[config.mk]
export PLATFORM = sky130hd
export DESIGN_NAME = spi_simplex_engine
export DESIGN_NICKNAME = d
export VERILOG_FILES = /design/src/rtl/spi_simplex_engine.sv
export SDC_FILE = /design/constraint.sdc
export NUM_CORES = 1
export LEC_CHECK = 0
export ABC_AREA = 1
export BUFFER_PORTS_ARGS = -buffer_cell sky130_fd_sc_hd__buf_2
export CORE_AREA = 2 2 101 103
export DETAILED_ROUTE_END_ITERATION = 10
export DIE_AREA = 0 0 103 105
export GPL_TIMING_DRIVEN = 0
export PLACE_DENSITY_LB_ADDON = 0.12
export SETUP_SLACK_MARGIN = 0.5
export SLEW_MARGIN = 20
export SYNTH_ARGS = -nofsm -noshare
export SYNTH_HDL_FRONTEND = slang
export SYNTH_SLANG_ARGS = --single-unit
[constraint.sdc]
create_clock -name clk -period 2.3 [get_ports clk]
set_input_delay 0.115 -clock clk [delete_from_list [all_inputs] [get_ports clk]]
set_output_delay 0.115 -clock clk [all_outputs]
set_load 0.05 [all_outputs]
[src/rtl/spi_simplex_engine.sv]
module spi_simplex_engine #(
  parameter int DW   = 8,
  parameter int DIVW = 3
) (
  input  logic            clk,
  input  logic            rst_n,
  input  logic            cfg_en,
  input  logic            cfg_master,
  input  logic            cfg_rxonly,
  input  logic [DIVW-1:0] cfg_div,
  input  logic [DW-1:0]   tx_data,
  input  logic            tx_wr,
  output logic            tx_empty,
  output logic [DW-1:0]   rx_data,
  input  logic            rx_rd,
  output logic            rx_ne,
  output logic            rx_ovr,
  output logic            busy,
  output logic            sck_o,
  output logic            sck_oe,
  input  logic            sck_i,
  output logic            mosi_o,
  output logic            mosi_oe,
  input  logic            mosi_i,
  output logic            miso_o,
  output logic            miso_oe,
  input  logic            miso_i,
  output logic            nss_o,
  output logic            nss_oe,
  input  logic            nss_i
);
  localparam int CW = $clog2(DW + 1);
  localparam int PW = 1 << DIVW;

  logic [DW-1:0] tx_buf, sh_tx;
  logic [DW-2:0] sh_rx;
  logic          tx_full, run, run_rxo, sck_q, sck_d;
  logic [CW-1:0] bits;
  logic [PW-1:0] pcnt;
  logic [1:0]    s_sck, s_nss, s_mosi;

  wire [PW-1:0] half  = PW'(1) << cfg_div;
  wire tick   = run && (pcnt == half - PW'(1));
  wire m_rise = tick & ~sck_q;
  wire m_fall = tick & sck_q;
  wire m_go   = cfg_en & cfg_master & (cfg_rxonly | tx_full);
  wire m_end  = m_fall && (bits == CW'(DW));

  wire s_act  = cfg_en & ~cfg_master & ~s_nss[1];
  wire sl_rise = s_act & s_sck[1] & ~sck_d;
  wire sl_fall = s_act & ~s_sck[1] & sck_d;

  wire samp = cfg_master ? m_rise : sl_rise;
  wire sbit = cfg_master ? miso_i : s_mosi[1];
  wire done = samp && (bits == CW'(DW - 1));
  wire m_on = cfg_master & (cfg_en | run);

  assign tx_empty = ~tx_full;
  assign busy     = cfg_master ? run : (s_act && bits != '0);
  assign sck_o    = sck_q;
  assign sck_oe   = m_on;
  assign nss_o    = ~run;
  assign nss_oe   = m_on;
  assign mosi_o   = sh_tx[DW-1];
  assign mosi_oe  = cfg_master & (run ? ~run_rxo : (cfg_en & ~cfg_rxonly));
  assign miso_o   = sh_tx[DW-1];
  assign miso_oe  = s_act & ~cfg_rxonly;

  always_ff @(posedge clk or negedge rst_n) begin
    if (!rst_n) begin
      s_sck  <= '0;
      s_nss  <= '1;
      s_mosi <= '0;
      sck_d  <= 1'b0;
    end else begin
      s_sck  <= {s_sck[0], sck_i};
      s_nss  <= {s_nss[0], nss_i};
      s_mosi <= {s_mosi[0], mosi_i};
      sck_d  <= s_sck[1];
    end
  end

  always_ff @(posedge clk or negedge rst_n) begin
    if (!rst_n) begin
      tx_buf  <= '0;
      tx_full <= 1'b0;
      sh_tx   <= '0;
      sh_rx   <= '0;
      bits    <= '0;
      rx_data <= '0;
      rx_ne   <= 1'b0;
      rx_ovr  <= 1'b0;
      run     <= 1'b0;
      run_rxo <= 1'b0;
      sck_q   <= 1'b0;
      pcnt    <= '0;
    end else begin
      if (rx_rd) begin
        rx_ne  <= 1'b0;
        rx_ovr <= 1'b0;
      end
      if (samp) begin
        sh_rx <= {sh_rx[DW-3:0], sbit};
        bits  <= bits + CW'(1);
      end
      if (done) begin
        rx_data <= {sh_rx, sbit};
        rx_ne   <= 1'b1;
        if (rx_ne && !rx_rd) rx_ovr <= 1'b1;
      end

      if (cfg_master) begin
        if (!run || m_end) begin
          pcnt  <= '0;
          sck_q <= 1'b0;
          run   <= m_go;
          if (m_go) begin
            run_rxo <= cfg_rxonly;
            bits    <= '0;
            sh_tx   <= cfg_rxonly ? '0 : tx_buf;
            if (!cfg_rxonly) tx_full <= 1'b0;
          end
        end else begin
          pcnt <= tick ? '0 : pcnt + PW'(1);
          if (tick) sck_q <= ~sck_q;
          if (m_fall) sh_tx <= sh_tx << 1;
        end
      end else begin
        run   <= 1'b0;
        sck_q <= 1'b0;
        pcnt  <= '0;
        if (!s_act || done) bits <= '0;
        if (sl_fall && bits != '0) sh_tx <= sh_tx << 1;
        if (bits == '0 && tx_full && !sl_fall) begin
          sh_tx   <= tx_buf;
          tx_full <= 1'b0;
        end
      end

      if (tx_wr) begin
        tx_buf  <= tx_data;
        tx_full <= 1'b1;
      end
    end
  end
endmodule

==> results of run 1 <==
[registers in the layout (all words and copies together) (netlist names), named ones only]
name,flops
sck_o,1
rx_data,8
pcnt,8
run_rxo,1
tx_full,1
s_nss,2
s_mosi,2
rx_ovr,1
sh_rx,7
s_sck,2
bits,2
run,1
tx_buf,8
sh_tx,8
sck_d,1
rx_ne,1
[cells in the mapped netlist]
| cell type | instances |
|---|---|
| nand2_1 | 127 |
| dfrtp_1 | 54 |
| inv_1 | 41 |
| nand3_1 | 25 |
| nor2_1 | 17 |
| o21ai_0 | 15 |
| o21ai_2 | 9 |
| a21oi_1 | 8 |
| a22oi_1 | 7 |
| nor3_1 | 5 |
| xor2_1 | 5 |
| buf_4 | 3 |
| buf_6 | 3 |
| clkbuf_1 | 3 |
| ha_1 | 3 |
| nand2_2 | 3 |
| nand4_1 | 3 |
| clkinv_1 | 2 |
| dfstp_2 | 2 |
| inv_2 | 2 |
| nor2_2 | 2 |
| nor3b_1 | 2 |
| o21ai_1 | 2 |
| a21boi_0 | 1 |
| buf_2 | 1 |
| nand3_2 | 1 |
| nand3_4 | 1 |
| nand4_2 | 1 |
| nor3_2 | 1 |
| nor4_1 | 1 |
| o21ai_4 | 1 |
| o32ai_1 | 1 |
| or2_2 | 1 |
[layout by cell type (no fill, tap or decap), types with 10 or more instances in the layout]
cell type	count
buf_2	38
nor2_1	15
o21ai_0	14
dfrtp_1	54
nand3_1	24
inv_1	39
buf_4	11
dlygate4sd3_1	13
o21ai_2	10
nand2_1	119
[worst paths after layout]
kind,from,to,depth (start not counted)
setup reg to reg,run$_DFFE_PN0P_,rx_data[2]$_DFFE_PN0P_,12
setup / recovery,run$_DFFE_PN0P_,mosi_oe,4
hold reg to reg,s_mosi[0]$_DFF_PN0_,s_mosi[1]$_DFF_PN0_,0
max in group asynchronous,rst_n,sh_rx[1]$_DFFE_PN0P_,2
hold / removal,cfg_rxonly,tx_full$_DFFE_PN0P_,3
min in group asynchronous,rst_n,rx_data[5]$_DFFE_PN0P_,2
[power groups by stage]
stage	Combinational [mW]	Sequential (mW)	Clock (mW)
after floorplan	0.336	1.18	0
after global placement	0.480	1.18	0
after detailed placement	0.488	1.18	0
after CTS	0.531	1.16	0.812
after global routing	0.627	1.18	0.855
final	0.558	1.16	0.786
[per-layer routing]
layer | global-route usage | up-vias | part of all wire
li1 | - | 1263 | -
met5 | 0 | - | 0
met1 | 0.1861 | 1122 | 0.49
met3 | 0.03478 | 4 | 0.034
met2 | 0.2036 | 34 | 0.47
met4 | 0.03195 | 0 | 0.0079
[timing repair]
item                       4_1_cts  5_1_grt
hold endpoints to repair        67        0
hold buffers                    13        0
setup endpoints to repair       33       34
gates resized for setup         14       34
pin swaps                        3        9
buffers inserted                 4        7
gates cloned                     0        2
[worst max-delay path, delay by kind of cell, from the launching register on]
kind	cells	cell delay (ps)
AOI/OAI and AO/OA	1	320
buffers and inverters	3	640
DFF	1	400
[layout make-up]
cell class | instances | area [sq um]
repair buffers | 65 | 470.5
fillers | 1036 | 5861
inverters | 45 | 171.4
multi-input cells | 242 | 1338
well taps | 133 | 166.4
plain buffers | 10 | 91.34
clock inverters | 3 | 68.82
flip-flops and latches | 56 | 1404
clock buffers | 5 | 68.82
[stage by stage]
stage | power, mW | hold WS, ps | instances | TNS [ps]
floorplan | 1.516 | -180.6 | 353 | 0
global placement | 1.656 | 220.3 | 525 | -1301
detailed placement | 1.665 | 223.5 | 525 | 0
CTS | 2.504 | 141.6 | 550 | 0
global route | 2.657 | 140.6 | 559 | 0
finish | 2.506 | 135.5 | 559 | 0
[logic make-up (layout without fill, tap and decap cells)]
logic type | after synthesis | count (layout)
buffers and inverters | 55 | 128
AO/OA/AOI/OAI | 44 | 44
AND/OR/NAND/NOR | 190 | 190
flip-flops | 56 | 56
XOR/XNOR | 5 | 5
adder cells (fa/ha/maj) | 3 | 3
==> flow_summary_export.csv, run 1 <==
group,metric,value,unit
timing,finalHoldViolations,0,
placement,hpwl,4585,um
synth,ys_types,33,
synth,seq_area_frac_synth,0.4954,
worst_setup_path,arrival,1680,ps
synth,synthXorXnorAreaFrac,0.01545,
worst_setup_path,slowest_delay,400,ps
route,drt-total-wl,6705,um
route,drtPass1Iterations,4,
synth,yosysWarnings,0,
global_routing,antenna_found_initial,0,
timing,min_period_over_period,0.7818,
synth,muxShareOfSynthArea,0,
global_routing,overflow,0,
route,drt_iter0_markers,122,
outcome,status,"complete, no violations",
worst_setup_path,critical-path-slowest-cell,"dfrtp_1",
finish,utilization,0.3920,
worst_setup_path,critPathKind,"register to primary output",
finish,fin_area,0.003779,sq mm
clocking,htree_levels,2,
floorplanning,placementRows,36,
clocking,clock_latency,320,ps
floorplanning,die_h,105,um
synth,synthTopCellsByArea,"dfrtp_1 48%, nand2_1 17%, inv_1 5.4%, nand3_1 4.4%, o21ai_2 2.8%",
finish,fin_nets,450,
route,antenna_left,0,
timing,max_freq,556.1,MHz
power_and_ir_drop,pwr-share-clk,0.314,
timing,skew,9.183,ps
hold_path,worstHoldPathType,"input port to register",
placement,gp_congestion,0.7878,
route,post-route-drc-count,0,
floorplanning,die_area,0.01082,sq mm
synth,synth_compound_area_frac,0.1020,
synth,postSynthCellCount,353,
timing,fin_crit,1798,ps
synth,yosys.area_share.simple,0.2887,
finish,diodes,0,
clocking,clock_sinks,56,
route,vias,2423,
clocking,path_clk_slew,110,ps
power_and_ir_drop,p_int,1.728,mW
synth,syn_nets,378,
timing,rsz0062_at_grt,"yes",
worst_setup_path,required,2180,ps
power_and_ir_drop,powerDensity,663.1,mW/mm^2
flow_run,drv_cap,0,
floorplanning,core-area,0.009639,sq mm
clocking,cts_buffers,5,
clocking,cts_root_buffer,"clkbuf_8",
synth,synth_top_family_by_area,"simple AND/OR/NAND/NOR gates",
timing,maxSlewHeadroom,0.5263,
power_and_ir_drop,vdd_drop_max,0.0003125,V
global_routing,grt_pass1_vias,2421,
global_routing,grt_pass1_wl,11500,um
finish,area_growth,33.33,%
worst_setup_path,start_kind,"register",
synth,yosys.area.top_type,"dfrtp_1",
synth,syn_area,0.002834,sq mm
power_and_ir_drop,p_leak,1.904,nW
worst_setup_path,crit_path_end_kind,"primary output",
placement,placement.io_buffers,39,
timing,worstMarginPinSlew,710.5,ps
worst_setup_path,ff2ff_setup_slack,530,ps
placement,placed_area,0.003212,sq mm
route,wl_per_cell,11.99,um
power_and_ir_drop,p_seq_frac,0.464,
floorplanning,io_pins,42,
global_routing,grt_max_degree,57,
worst_setup_path,worstPathMaxFanout,10,
worst_setup_path,path_cells,"buf_4, clkbuf_4, o32ai_2, buf_2",
placement,place_ws,149.8,ps
power_and_ir_drop,power_frac_comb,0.223,
timing,worst_slack,501.8,ps
timing,slew_viol_final,0,
synth,postSynthAreaPerCell,8.028,sq um
power_and_ir_drop,switching_share,0.3103,
synth,synth.top_cell.area_share,0.4768,
synth,ys_ff_latch,56,
floorplanning,die_x,103,um
clocking,clk_path_buf_depth,2,
power_and_ir_drop,netSwitchingPower,0.7776,mW
global_routing,grt.total_usage,0.1327,
clocking,cts_tree,"built",
synth,synthAdderAreaFrac,0.01325,
route,viasPerCell,4.335,
finish,drive_gt1_frac,0.2629,
floorplanning,initial_core_util,0.2940,
timing,setup_viol,0,
Note: power is estimated with default switching activity, not from simulation.
==> run 2, diff against run 1 <==
ABC_AREA = 0   (was 1)
CORE_AREA = 2 2 99 101   (was 2 2 101 103)
DIE_AREA = 0 0 101 103   (was 0 0 103 105)
clock period = 1.5 ns   (was 2.3 ns; I/O delays follow)
==> run 2 against run 1 <==
Against the previous run: the flow now finishes with violations (negative setup slack); sequential share of layout area down 3.5 points; power up 42%; synthesized cell count down 31%; highest routed layer unchanged.
==> flow_summary_export.csv, run 2 <==
group,metric,value,unit
timing,min_period_over_period,1.309,
worst_setup_path,arrival,2160,ps
floorplanning,io_pins,42,
route,routed.top_layer,"met4",
synth,ys_ff_latch,56,
synth,ys_top_cells_by_count,"54 x dfrtp_1, 23 x mux2_2, 20 x nor2_1, 18 x o21ai_0",
worst_setup_path,critPathKind,"register to register",
worst_setup_path,worstPathMaxFanout,5,
synth,postSynthAreaPerCell,11.12,sq um
route,drt-met1-wl,3205,um
route,vias,2220,
timing,setup_tns,-13290,ps
clocking,cts_root_buffer,"clkbuf_8",
finish,drive_gt1_frac,0.4926,
finish,final_cell_mix,"51 x dfrtp_1, 30 x buf_6, 22 x buf_4",
synth,synth_edf_count,0,
synth,synthFlopType,"dfrtp_1",
timing,setup_viol,44,
global_routing,grt_pass1_vias,2199,
timing,slew_viol_final,0,
timing,worst_slack,-463.1,ps
synth,postSynthCellCount,245,
route,antenna_left,0,
hold_path,worstHoldPathType,"input port to register",
timing,finalHoldViolations,0,
route,drt_iter0_markers,76,
global_routing,overflow,0,
route,post-route-drc-count,0,
timing,maxSlewHeadroom,0.6255,
hold_path,hold_path_depth,3,
clocking,path_clk_slew,110,ps
timing,skew,6.775,ps
finish,fillCellCount,917,
synth,yosysWarnings,0,
placement,hpwl,4165,um
worst_setup_path,required,1700,ps
floorplanning,placementRows,36,
outcome,status,"finished, violations left",
clocking,htree_levels,2,
flow_run,drv_cap,0,
worst_setup_path,ff2ff_setup_slack,-460,ps
route,wl_met2,3286,um
placement,gp_congestion,0.8134,
placement,place_ws,-765.7,ps
worst_setup_path,reg2reg_depth,9,
synth,synth.top_cell.area_share,0.4961,
route,viasPerCell,4.901,
route,drtPass1Iterations,4,
route,drt-total-wl,6864,um
synth,syn_nets,270,
clocking,cts_tree,"built",
global_routing,grt_max_degree,57,
power_and_ir_drop,vdd_drop_max,0.0004885,V
timing,worstMarginPinSlew,561.7,ps
floorplanning,initial_core_util,0.2880,
synth,syn_area,0.002724,sq mm
synth,synthTopCellsByArea,"dfrtp_1 50%, mux2_2 9.5%, o21ai_0 3.3%, nor2_1 2.8%, a2bb2oi_1 2.6%",
global_routing,antenna_found_initial,0,
route,wl_per_cell,15.15,um
floorplanning,die_area,0.01040,sq mm
finish,fin_nets,363,
floorplanning,die_x,101,um
synth,seq_area_frac_synth,0.5154,
clocking,clock_sinks,56,
power_and_ir_drop,powerDensity,850.3,mW/mm^2
synth,ys_types,51,
synth,synth-async-reset-ratio,1.000,
clocking,clock_latency,310,ps
floorplanning,core-area,0.009459,sq mm
worst_setup_path,start_kind,"register",
clocking,clk_path_buf_depth,2,
worst_setup_path,crit_path_end_kind,"register",
finish,diodes,0,
outcome,violations,"negative setup slack",
floorplanning,die_h,103,um
clocking,cts_buffers,5,
power_and_ir_drop,p_leak,1.803,nW
timing,rsz0062_at_grt,"yes",
synth,yosysMostFrequentCell,"dfrtp_1",
timing,fin_crit,1963,ps
route,wl_met3,309,um
global_routing,grt.total_usage,0.1376,
finish,area_growth,53.61,%
synth,yosys.area.top_type,"dfrtp_1",
global_routing,grt_pass1_wl,11190,um
timing,max_freq,509.4,MHz
placement,placement.io_buffers,37,
finish,final_common_cell,"dfrtp_1",
-- run 2: kinds of logic (layout without fill, tap and decap cells) --
logic type	count (synthesis)	after routing	share of synthesized area
and+or+nand+nor	71	71	0.1461
AOI/OAI and AO/OA	62	63	0.1571
DFF	56	56	0.5154
muxes	24	24	0.09922
buffers and inverters	18	111	0.03307
adders and majority gates	3	3	0.01378
xor gates and xnor gates	11	11	0.03537
-- run 2: per-layer routing --
layer / vias up / global-route usage
li1: 1075 / -
met1: 1101 / 0.1934
met2: 38 / 0.2205
met3: 6 / 0.02780
met4: 0 / 0.03119
met5: - / 0
-- run 2: path summary, 6_finish.rpt --
kind	start	to
worst min register to register	s_sck[0]$_DFF_PN0_	s_sck[1]$_DFF_PN0_
worst max register to register	bits[0]$_DFF_PN0_	sh_tx[6]$_DFFE_PN0P_
max in group asynchronous	rst_n	run$_DFFE_PN0P_
min in group asynchronous	rst_n	rx_data[3]$_DFFE_PN0P_
worst max-delay path	bits[0]$_DFF_PN0_	sh_tx[6]$_DFFE_PN0P_
worst min-delay path	rx_rd	rx_ovr$_DFF_PN0_
-- run 2: critical path: stages, from the launching register on --
cell	delay (ps)
dfrtp_1	400
inv_1	80
ha_2	180
nor3b_4	250
o211ai_1	220
o311ai_2	170
buf_4	200
o21ai_4	80
a211oi_2	200
a2bb2oi_2	80
-- run 2: area by class of cell --
cell class                      instances  area [sq um]  area share
Multi-Input combinational cell        172          1577      0.3768
Sequential cell                        56          1408      0.3364
Timing Repair Buffer                   85         823.3      0.1968
Tap cell                              114         142.6     0.03409
Buffer                                 10         83.83     0.02004
Clock buffer                            5         68.82     0.01645
Clock inverter                          3         47.55     0.01136
Inverter                                8         33.78    0.008074
-- run 2: report_power, final --
group | switching (mW) | internal, mW
clock | 0.517 | 0.504
sequential | 0.0973 | 1.64
combinational | 0.400 | 0.402
total | 1.01 | 2.54
-- run 2: per-stage QoR --
stage	total power, mW	instances	hold slack [ps]	util	cell area (sq um)
after floorplan	2.124	245	-220.6	-	2785
after global placement	2.290	396	184.0	0.3291	3113
after detailed placement	2.294	396	187.6	0.3294	3115
after CTS	3.561	447	35.16	0.4245	4015
after global routing	3.746	453	66.34	0.4423	4184
final	3.558	453	49.30	0.4423	4184
-- run 2: what timing repair did --
item / CTS / global route
pin swaps: 35 / 17
resized for setup: 105 / 28
endpoints found under the hold margin: 65 / 0
setup endpoints to repair: 61 / 63
hold buffers: 12 / 0
gates cloned: 3 / 0
setup buffers: 28 / 6
==> run 3, diff against run 2 <==
PLACE_DENSITY = 0.49   (was not set)
PLACE_DENSITY_LB_ADDON = not set   (was 0.12)
==> run 3 against run 2 <==
Against the previous run: the flow still finishes with violations (negative setup slack); register-to-register slack got worse by 70 ps; via count rose by 0.95%; clock skew rose by 8.1 ps; count of clock-buffer cells in the layout rose by 1; first-iteration DRC count rose by 46%; critical path type unchanged; critical endpoint is now rx_data[6]$_DFFE_PN0P_; highest routed layer unchanged.
==> flow_summary_export.csv, run 3 (synthesis results as in run 2) <==
group,metric,value,unit
outcome,status,"finished, violations left",
outcome,violations,"negative setup slack",
worst_setup_path,reg2reg_depth,7,
route,viasPerCell,4.980,
route,drt_iter0_markers,111,
global_routing,grt_pass1_vias,2150,
worst_setup_path,slowest_delay,450,ps
timing,maxSlewHeadroom,0.5859,
global_routing,grt_pass1_wl,10840,um
worst_setup_path,critical-path-slowest-cell,"dfrtp_2",
timing,finalHoldViolations,0,
route,drt-total-wl,6851,um
worst_setup_path,crit_buf_inv,1,
clocking,clock_sinks,56,
route,antenna_left,0,
placement,place_ws,-723.8,ps
floorplanning,io_pins,42,
route,post-route-drc-count,0,
worst_setup_path,crit_path_end_kind,"register",
timing,worst_slack,-528.9,ps
clocking,path_clk_slew,110,ps
finish,fin_area,0.004144,sq mm
worst_setup_path,worstPathMaxFanout,9,
global_routing,overflow,0,
global_routing,grt_max_degree,57,
clocking,cts_buffers,5,
worst_setup_path,path_cells,"xor2_1, o22ai_2, o211a_4, nand4_4, a21boi_4, buf_12, mux2_2",
placement,hpwl,4186,um
worst_setup_path,cp.depth,7,
worst_setup_path,critPathTopFamily,"compound AO/OA/AOI/OAI gates",
finish,drive_gt1_frac,0.5030,
floorplanning,die_h,103,um
route,drtPass1Iterations,4,
clocking,cts_tree,"built",
floorplanning,die_area,0.01040,sq mm
placement,placed_area,0.003115,sq mm
timing,skew,14.89,ps
hold_path,hold_path_depth,3,
floorplanning,die_x,101,um
timing,fin_crit,2029,ps
timing,min_period_over_period,1.353,
worst_setup_path,r2r_end,"rx_data[6]$_DFFE_PN0P_",
clocking,clk_path_buf_depth,2,
timing,worstMarginPinSlew,621.1,ps
timing,setup_tns,-15820,ps
finish,final_cell_mix,"51 x dfrtp_1, 31 x buf_6, 21 x buf_4",
placement,gp_congestion,0.7926,
worst_setup_path,arrival,2220,ps
worst_setup_path,required,1690,ps
floorplanning,core-area,0.009459,sq mm
global_routing,antenna_found_initial,0,
clocking,cts_root_buffer,"clkbuf_8",
route,wl_per_cell,15.22,um
worst_setup_path,r2r-start,"pcnt[6]$_DFF_PN0_",
clocking,htree_levels,2,
flow_run,drv_cap,0,
finish,fin_nets,360,
finish,final_common_cell,"dfrtp_1",
worst_setup_path,ff2ff_setup_slack,-530,ps
timing,max_freq,492.9,MHz
timing,fin_hold_ws,66.79,ps
finish,fillCellCount,910,
worst_setup_path,crit_start,"pcnt[6]$_DFF_PN0_",
finish,diodes,0,
power_and_ir_drop,vdd_drop_max,0.0003709,V
hold_path,worstHoldPathType,"input port to register",
floorplanning,initial_core_util,0.2880,
timing,setup_viol,45,
finish,area_growth,52.14,%
global_routing,grt.total_usage,0.1317,
timing,rsz0062_at_grt,"yes",
worst_setup_path,endpoint,"rx_data[6]$_DFFE_PN0P_",
route,vias,2241,
power_and_ir_drop,p_leak,1.768,nW
worst_setup_path,start_kind,"register",
worst_setup_path,critPathKind,"register to register",
clocking,clock_latency,310,ps
power_and_ir_drop,powerDensity,871.6,mW/mm^2
timing,slew_viol_final,0,
floorplanning,placementRows,36,
placement,placement.io_buffers,37,
-- run 3: cell types whose count changed in the layout (fill, tap and decap cells not counted), sizes merged --
cell and change:
buf -2, clkinv -1
-- run 3: metal layers --
layer  part of all wire  routed length [um]  global-route usage
met4              0.013                  89             0.03742
met2               0.50                3409              0.2241
met1               0.45                3100              0.1732
met5                  0                   0                   0
met3              0.037                 252             0.02373
-- run 3: per-stage QoR --
step,std cells,total power [mW],util
2_1_floorplan,245,2.124,-
3_3_place_gp,396,2.287,0.3291
3_5_place_dp,396,2.295,0.3294
4_1_cts,438,3.497,0.4021
5_1_grt,450,3.782,0.4381
6_report,450,3.612,0.4381
-- run 3: repair_timing --
| item | in CTS | in global routing |
|---|---|---|
| pin swaps | 19 | 10 |
| cloned | 1 | 1 |
| hold buffers | 12 | 0 |
| setup endpoints to repair | 61 | 64 |
| resized for setup | 75 | 63 |
| setup buffers | 21 | 11 |
| endpoints found under the hold margin | 65 | 0 |
-- run 3: area by class of cell --
cell class                 instances  area, sq um  area share
tap                              114        142.6     0.03442
clock inverter                     2        35.03    0.008454
inverter                           8        33.78    0.008152
sequential                        56         1408      0.3397
multi-input combinational        172         1603      0.3868
buffer                            10        81.33     0.01963
timing repair buffer              82        768.2      0.1854
clock buffer                       6        72.57     0.01751
-- run 3: report_power, final --
group	switching, mW	internal [mW]
Clock	0.508	0.497
Combinational	0.423	0.442
Sequential	0.105	1.64
-- run 3: worst min-delay path by stage --
stage | start | to | slack (ps)
after floorplan | rst_n | async pin | -220
after global placement | mosi_i | s_mosi[0]$_DFF_PN0_ | 180
after detailed placement | mosi_i | s_mosi[0]$_DFF_PN0_ | 190
after CTS | rx_rd | rx_ovr$_DFF_PN0_ | 50
after global routing | rx_rd | rx_ovr$_DFF_PN0_ | 60
final | rx_rd | rx_ovr$_DFF_PN0_ | 70
-- run 3: worst register-to-register path, cell delays in order (launching register included) --
cell,delay [ps]
dfrtp_2,450
xor2_1,160
o22ai_2,210
o211a_4,220
nand4_4,170
a21boi_4,220
buf_12,160
mux2_2,330
